`config.mk`:
```
export PLATFORM = sky130hd
export DESIGN_NAME = tx_word_fifo
export DESIGN_NICKNAME = d
export VERILOG_FILES = /design/src/rtl/txf_pkg.sv /design/src/rtl/txf_ptr_ctrl.sv /design/src/rtl/txf_store.sv /design/src/rtl/txf_flags.sv /design/src/rtl/tx_word_fifo.sv
export SDC_FILE = /design/constraint.sdc
export NUM_CORES = 1
export LEC_CHECK = 0
export ABC_AREA = 1
export BUFFER_PORTS_ARGS = -buffer_cell sky130_fd_sc_hd__buf_2
export CAP_MARGIN = 0
export CORE_UTILIZATION = 55
export DETAILED_ROUTE_END_ITERATION = 8
export PLACE_DENSITY_LB_ADDON = 0.3
export SLEW_MARGIN = 20
export SYNTH_ARGS = -nofsm -noshare
export SYNTH_HDL_FRONTEND = slang
export SYNTH_SLANG_ARGS = --single-unit
```
`constraint.sdc`:
```
create_clock -name clk -period 4.3 [get_ports clk]
set_input_delay 0 -clock clk [delete_from_list [all_inputs] [get_ports clk]]
set_output_delay 0 -clock clk [all_outputs]
set_load 0.01 [all_outputs]
```
`src/rtl/txf_pkg.sv`:
```
package txf_pkg;

  typedef struct packed {
    logic full;
    logic empty;
    logic half_empty;
    logic avail;
    logic underrun;
  } txf_flags_t;

endpackage

```
`src/rtl/txf_ptr_ctrl.sv`:
```
module txf_ptr_ctrl #(
  parameter int DEPTH = 16,
  localparam int PTR_W = $clog2(DEPTH),
  localparam int CNT_W = PTR_W + 1
) (
  input  logic             clk,
  input  logic             rst,
  input  logic             en,
  input  logic             push_req,
  input  logic             pop_req,
  output logic             push_ok,
  output logic             pop_ok,
  output logic             is_empty,
  output logic [PTR_W-1:0] wr_ptr,
  output logic [PTR_W-1:0] rd_ptr_nxt,
  output logic [CNT_W-1:0] count_nxt
);

  logic [PTR_W-1:0] rd_ptr;
  logic [CNT_W-1:0] count;
  logic             is_full;

  assign is_empty = (count == '0);
  assign is_full  = (count == CNT_W'(DEPTH));
  assign push_ok  = push_req & ~is_full;
  assign pop_ok   = pop_req & ~is_empty;

  always_comb begin
    if (!en) begin
      rd_ptr_nxt = '0;
      count_nxt  = '0;
    end else begin
      rd_ptr_nxt = rd_ptr + PTR_W'(pop_ok);
      case ({push_ok, pop_ok})
        2'b10:   count_nxt = count + CNT_W'(1);
        2'b01:   count_nxt = count - CNT_W'(1);
        default: count_nxt = count;
      endcase
    end
  end

  always_ff @(posedge clk) begin
    if (rst || !en) begin
      wr_ptr <= '0;
      rd_ptr <= '0;
      count  <= '0;
    end else begin
      wr_ptr <= wr_ptr + PTR_W'(push_ok);
      rd_ptr <= rd_ptr_nxt;
      count  <= count_nxt;
    end
  end

endmodule

```
`src/rtl/txf_store.sv`:
```
module txf_store #(
  parameter int DEPTH  = 16,
  parameter int DATA_W = 32,
  localparam int PTR_W = $clog2(DEPTH)
) (
  input  logic              clk,
  input  logic              we,
  input  logic [PTR_W-1:0]  waddr,
  input  logic [DATA_W-1:0] wdata,
  input  logic [PTR_W-1:0]  raddr,
  output logic [DATA_W-1:0] rdata
);

  logic [DATA_W-1:0] mem [DEPTH];

  always_ff @(posedge clk) begin
    if (we) mem[waddr] <= wdata;
  end

  // Output register follows the next read pointer; a word written to that
  // same slot in this cycle is forwarded so the output never goes stale.
  always_ff @(posedge clk) begin
    if (we && (waddr == raddr)) rdata <= wdata;
    else                        rdata <= mem[raddr];
  end

endmodule

```
`src/rtl/txf_flags.sv`:
```
module txf_flags
  import txf_pkg::*;
#(
  parameter int DEPTH = 16,
  localparam int CNT_W = $clog2(DEPTH) + 1
) (
  input  logic             clk,
  input  logic             rst,
  input  logic             en,
  input  logic [CNT_W-1:0] count_nxt,
  input  logic             urun_set,
  input  logic             urun_clr,
  output txf_flags_t       flags
);

  localparam logic [CNT_W-1:0] FULL_LVL = CNT_W'(DEPTH);
  localparam logic [CNT_W-1:0] HALF_LVL = CNT_W'(DEPTH / 2);

  always_ff @(posedge clk) begin
    if (rst || !en) begin
      flags <= '0;
    end else begin
      flags.full       <= (count_nxt == FULL_LVL);
      flags.empty      <= (count_nxt == '0);
      flags.half_empty <= (count_nxt <= HALF_LVL);
      flags.avail      <= (count_nxt != '0);
      if (urun_set)      flags.underrun <= 1'b1;
      else if (urun_clr) flags.underrun <= 1'b0;
    end
  end

endmodule

```
`src/rtl/tx_word_fifo.sv`:
```
module tx_word_fifo
  import txf_pkg::*;
#(
  parameter int DATA_W   = 32,
  parameter int DEPTH    = 16,
  parameter int ADDR_W   = 6,
  parameter int WIN_BASE = 32
) (
  input  logic              clk,
  input  logic              rst,
  input  logic              fifo_en,
  input  logic              bus_wr,
  input  logic [ADDR_W-1:0] bus_addr,
  input  logic [DATA_W-1:0] bus_wdata,
  input  logic              urun_clr,
  input  logic              shift_load,
  input  logic              tx_active,
  output logic [DATA_W-1:0] tx_data,
  output logic              flag_full,
  output logic              flag_empty,
  output logic              flag_half_empty,
  output logic              flag_data_avail,
  output logic              flag_underrun
);

  localparam int PTR_W = $clog2(DEPTH);
  localparam int CNT_W = PTR_W + 1;
  localparam logic [ADDR_W-1:0] BASE_V = ADDR_W'(WIN_BASE);

  logic             in_win, push_req, pop_req, push_ok, pop_ok, is_empty;
  logic [PTR_W-1:0] wr_ptr, rd_ptr_nxt;
  logic [CNT_W-1:0] count_nxt;
  txf_flags_t       flags;

  assign in_win   = (bus_addr[ADDR_W-1:PTR_W] == BASE_V[ADDR_W-1:PTR_W]);
  assign push_req = fifo_en & bus_wr & in_win;
  assign pop_req  = fifo_en & shift_load;

  txf_ptr_ctrl #(.DEPTH(DEPTH)) u_ptr (
    .clk       (clk),
    .rst       (rst),
    .en        (fifo_en),
    .push_req  (push_req),
    .pop_req   (pop_req),
    .push_ok   (push_ok),
    .pop_ok    (pop_ok),
    .is_empty  (is_empty),
    .wr_ptr    (wr_ptr),
    .rd_ptr_nxt(rd_ptr_nxt),
    .count_nxt (count_nxt)
  );

  txf_store #(.DEPTH(DEPTH), .DATA_W(DATA_W)) u_store (
    .clk  (clk),
    .we   (push_ok),
    .waddr(wr_ptr),
    .wdata(bus_wdata),
    .raddr(rd_ptr_nxt),
    .rdata(tx_data)
  );

  txf_flags #(.DEPTH(DEPTH)) u_flags (
    .clk      (clk),
    .rst      (rst),
    .en       (fifo_en),
    .count_nxt(count_nxt),
    .urun_set (pop_req & is_empty & tx_active),
    .urun_clr (urun_clr),
    .flags    (flags)
  );

  assign flag_full       = flags.full;
  assign flag_empty      = flags.empty;
  assign flag_half_empty = flags.half_empty;
  assign flag_data_avail = flags.avail;
  assign flag_underrun   = flags.underrun;

  logic unused_pop;
  assign unused_pop = pop_ok;

endmodule

```
=== Word-level counts from Yosys, hierarchy flattened ===
Memories as Yosys holds them, arrays and structs flattened. A register that Yosys moved wholly into a read port is not among the register bits.
Cells that the tools add are included.

* Memories: 1
* Input port bits: 45
* Output and inout bits: 37
* RAM bits: 512
* Register bits: 18

{| class="wikitable"
|+ Memory list
! name !! depth !! width !! rd ports !! clocked after Yosys merged registers in !! wr ports !! RTL line !! RTL
|-
| u_store.mem || 16 || 32 || 1 || 1 || 1 || txf_store.sv:14 || <nowiki>logic [DATA_W-1:0] mem [DEPTH];</nowiki>
|}

* Eq/ne operators: 5
* Add/sub/neg operators: 4
* Multiplexer cells: 7
* $lt $le $gt $ge: 1
* Reduce and logical (&&, ||, !) cells: 6
* Bitwise gates (word level): 9

{| class="wikitable"
|+ Operator list
! cell !! number
|-
| == test 5 bit, second input constant || 2
|-
| logical NOT 5 bit || 2
|-
| one-hot mux 5 bit (2 select lines) || 1
|-
| adder 4 x 1 -> 4 bit || 2
|-
| AND 1 bit || 7
|-
| adder 5 x 1 -> 5 bit, second input constant || 1
|-
| <= comparator 5 x 4 -> 1 bit, second input constant || 1
|-
| 2-to-1 mux 5 bit || 1
|-
| nonzero test 5 bit || 1
|-
| subtractor 5 x 1 -> 5 bit, second input constant || 1
|-
| == test 2 bit, second input constant || 2
|-
| 2-to-1 mux 1 bit || 4
|-
| 2-to-1 mux 4 bit || 1
|-
| == test 2 x 1 -> 1 bit, second input constant || 1
|-
| inverter 1 bit || 2
|-
| nonzero test 2 bit || 1
|-
| logical NOT 1 bit || 1
|-
| logical OR 1 bit || 1
|}

=== Depth between registers and ports, before layout ===
* Depth in word-level cells: 7
* Mapped depth: 21

=== Hierarchy ===
A second synthesis with hierarchy kept.

* Cell total of the unflattened synthesis: 2234
* Area, all modules: 23187.2 um^2

{| class="wikitable"
|+ By module, submodules not included
! module !! instances !! seq. area each (um^2) !! area an instance (um^2) !! cells each
|-
| txf_store || 1 || 15454.8 || 22170.0 || 2092
|-
| txf_ptr_ctrl || 1 || 260.2 || 793.3 || 110
|-
| txf_flags || 1 || 100.1 || 193.9 || 24
|-
| tx_word_fifo || 1 || 0.0 || 30.0 || 8
|}

=== Least setup slack after synthesis ===
No wires, ideal clock.

* Path type: flip-flop to flip-flop
* From: register u_ptr.count[0]
* To: memory u_store.mem[11][0], enable pin
* Cell stages (with the launch flop): 9
* Arrival: 2.282 ns
* Data required time: 3.879 ns
* Buffers on the path: 0
* Setup time: 0.421 ns
* Slack: 1.597 ns
* Path through: dfxtp_1 inv_1 nand4_1 inv_1 nand2_1 nand2_1 inv_2 nand3_1 nor2_1

* Cells in the longest elaborated chain, start to end: 5

{| class="wikitable"
|+ Ends and longest elaborated chain
! what !! RTL line !! RTL
|-
| start: declaration || txf_ptr_ctrl.sv:20 || <nowiki>logic [CNT_W-1:0] count;</nowiki>
|-
| start signal: assignment || txf_ptr_ctrl.sv:50 || <nowiki>count <= count_nxt;</nowiki>
|-
| == test 5 bit || txf_ptr_ctrl.sv:24 || <nowiki>assign is_full = (count == CNT_W'(DEPTH));</nowiki>
|-
| inverter 1 bit || txf_ptr_ctrl.sv:25 || <nowiki>assign push_ok = push_req & ~is_full;</nowiki>
|-
| AND 1 bit || txf_ptr_ctrl.sv:25 ||
|-
| 2-to-1 mux 1 bit || txf_store.sv:17 || <nowiki>if (we) mem[waddr] <= wdata;</nowiki>
|-
| 2-to-1 mux 1 bit (implied by the code) || txf_store.sv:17 ||
|-
| end: declaration || txf_store.sv:14 ||
|}

No other way between the ends.

==> results.md <==
- Status: finished clean
- ANT cells: 0
- Minimum clock period: approximately 3.2 ns
- Clock share of power: 0.408
- Placed cell count: just over 2k
- Syn Inst Count: approximately 1.5k
- Clock skew: 0.0198 ns
- Synth Net Count: about 1.6k
- CP peak stage delay: 0.89 ns
- Yosys warnings: 0
- Static Leak: around 8.0 nW
- Syn Std Cell Area: approximately 0.022 sq mm
- WP data required: 4.30 ns
- Max layer used: met4
- WL met3: roughly 2.8 mm
- Post-CTS setup buffer count: 0
- Routability cong.: 0.817
- Cell Count, Final, Fillers Out: around 2.2k
- Achievable Freq: about 310 MHz
- CTS HTree Levels: 2
- Core Region: around 0.039 sq mm
- Pre-Repair DR Iteration Count: 5
- Final Max Tran Viols: 0
- Final hold violation count: 0
- Met2 wire len: approximately 21 mm
- Top area cells in the synthesized netlist: edfxtp_1, mux2i_1, o211ai_1
- Clk slew on worst S/H paths: ~0.060 ns
- Largest net degree at the start of global routing: 149
- First-pass GRT wire length: between 60 and 70 mm
- Clock latency on the worst-skew pair: approximately 0.59 ns
- Startpoint Class: register
- Critical Path Sink Type: primary output
- Reg2Reg Setup Slack: 1.60 ns
- Wl on met1: between 20 and 25 mm
- Max Cap Viol: 0
- Kind of critical path: register to primary output
- Routed Wire Length: between 40 and 50 mm
- Post-synthesis register bit count: about 530
- Post-CTS resize count: 0
- Fin crit share: 0.739
- Largest area contributor in the netlist: edfxtp_1
- Critical Path, Cell by Cell: buf_4 > a21oi_1 > o21ai_0 > o211ai_2 > o211ai_1 > nand2_1 > buf_2
- Max-slew headroom: 0.257
- Yosys cell types: 30
- Switch share: 0.195
- Top-area cell type share of the netlist area: 0.703
- Worst-Margin Slew: between 1 and 1.5 ns
- Final-stage net count: 1,665
- Combinational share of power: 0.023
- Via-per-instance ratio: roughly 5.7
- # rows: roughly 70
- Vias in the first global route: 12.2k
- Power per standard cell area: between 400 and 500 mW/mm^2
- Post-DRT Antenna Nets: 0
- DR DRC count: 0
- Reg2reg start: u_ptr.count[0]
- Longest Clk Path Bufs: 3
- Share of layout cells above drive strength 1: 0.164
- Seq pwr share: 0.569
- Post-Syn Area per Cell: approximately 14 sq um
- RSZ-0062 raised after global routing: no
- # IOs: 82
- VDD IR max: about 0.00033 V
- Die width: 201 microns
- DP HPWL: approximately 24 mm
- CP max stage cell: buf_4
- Vias: between 10k and 15k
- GRT Total Usage: 0.223
- Reg2reg end: u_store.mem[15][21]
- CTS root buffer: clkbuf_16
- Iteration-0 DRC count of the detailed router: between 1k and 1.5k
- Initial antenna violation count: 0
- Routed wire per std cell: 20.8 microns
- CTS tree: yes
- Pint: between 8 and 9 mW
- Port bufs: 77
- Worst Reg-to-Reg Cells: 9
- Final setup vio count: 0
- Initial core utilization: 0.562
- Hold wc startpoint: bus_wr
- Arr. time, crit path: between 3 and 4 ns
- Die ar.: ~0.041 sq mm
- Total CTS buffers: 51
- Grt total ovfl: 0
- Sum Neg Setup Slack: 0 ns
- Die height: roughly 200 microns
- Switching power total: 1.96 mW
- Worst hold path type: primary input to register
- Clk sink count: approximately 530
- Fillcell total: 2,874
- Critical Path End: tx_data[14]
- Critical path fanouts, max: slightly below 80
- Syn-to-layout area delta: 11.9%
- Sequential area share after synthesis: 0.724
[power by group through the flow]
| stage | sequential [mW] | combinational [mW] | clock [mW] |
|---|---|---|---|
| finish | 5.71 | 0.230 | 4.09 |
| global route | 5.70 | 0.252 | 4.33 |
| CTS | 5.71 | 0.230 | 4.15 |
| detailed placement | 5.82 | 0.203 | 0 |
| global placement | 5.82 | 0.195 | 0 |
| floorplan | 5.82 | 0.103 | 0 |
[worst max-delay path: cells and delay by family (launching register included)]
kind,cells,cell delay [ns]
AND/OR/NAND/NOR,1,0.15
buffers and inverters,2,1.06
AO/OA/AOI/OAI,4,0.49
flip-flops,1,0.81
[per-stage QoR]
step	instance area, sq um	hold slack (ns)	total power [mW]	utilization	setup WS, ns
5_1_grt	24400	0.210	10.3	0.628	0.942
4_1_cts	24400	0.128	10.1	0.628	1.08
2_1_floorplan	21900	0.0724	5.92	-	1.60
3_5_place_dp	22600	0.265	6.02	0.580	1.58
6_report	24400	0.152	10.0	0.628	1.12
3_3_place_gp	22600	0.265	6.01	0.580	1.59
[how the worst min path moves through the flow]
stage                                  end  slack (ns)  cells after the start
after detailed placement    u_ptr.count[2]        0.27                      2
final                      u_ptr.wr_ptr[0]        0.15                      8
after CTS                  u_ptr.wr_ptr[0]        0.13                      8
after floorplan             u_ptr.count[1]        0.07                      1
after global placement    u_flags.flags[0]        0.27                      4
after global routing        u_ptr.count[1]        0.21                      3
[layer usage]
metal / GRT usage / vias to the layer above
met5: 0 / -
met4: 0.0652 / 0
li1: - / 5809
met1: 0.318 / 6081
met3: 0.0319 / 69
met2: 0.360 / 417
[registers in the layout, summed over array words and instances, names as in the netlist, named ones only]
name           cells
u_flags.flags      5
u_ptr.count        5
u_ptr.rd_ptr       4
u_ptr.wr_ptr       4
u_store.mem      512
[cells in the mapped netlist, drive strengths merged]
library cell and count:
a21oi 136, buf 59, clkbuf 33, clkinv 45, dfxtp 22, edfxtp 512, ha 7, inv 113
mux2i 128, nand2 69, nand3 41, nand3b 2, nand4 3, nor2 40, nor3 1, o211ai 130
o21ai 165, or2 1, xnor2 2, xor2 1
[kinds of logic (layout without fill, tap and decap cells)]
family                     after synthesis  count (layout)  synth area share
AOI/OAI and AO/OA                      431             431             0.121
xor gates and xnor gates                 3               3           0.00120
adders and majority gates                7               7           0.00401
buffers and inverters                  250             390            0.0610
DFF                                    534             534             0.724
muxes                                  128             128            0.0586
and+or+nand+nor                        157             157            0.0302
[layout make-up]
cell class	count	area (sq um)	share of cell area
clock buffers	74	1380	0.0566
multi-input cells	726	4830	0.197
repair buffers	142	993	0.0406
well taps	518	648	0.0265
clock inverters	16	118	0.00481
inverters	158	651	0.0266
flip-flops and latches	534	15800	0.647
[layout by cell type (no fill, tap or decap), types with 3 or more instances in the layout]
cell,synthesis,layout
clkinv_2,44,48
clkbuf_1,33,22
nand4_1,3,3
inv_1,106,105
edfxtp_1,512,512
o211ai_2,33,33
o21ai_1,97,97
buf_2,20,77
nand3_1,41,41
nor2_4,0,16
dfxtp_1,22,18
o211ai_1,97,97
buf_4,7,25
dfxtp_4,0,3
clkbuf_16,0,52
dlygate4sd3_1,0,38
a21oi_1,135,135
inv_2,7,7
nor2_1,40,24
o21ai_0,68,68
nand2_1,69,69
clkinv_1,1,8
ha_1,7,7
mux2i_1,128,128
[repair_timing]
item,CTS,global route
hold endpoints to repair,534,0
endpoints found under the setup margin,0,0
hold buffers,38,0
Note: power is estimated with default switching activity, not from simulation.
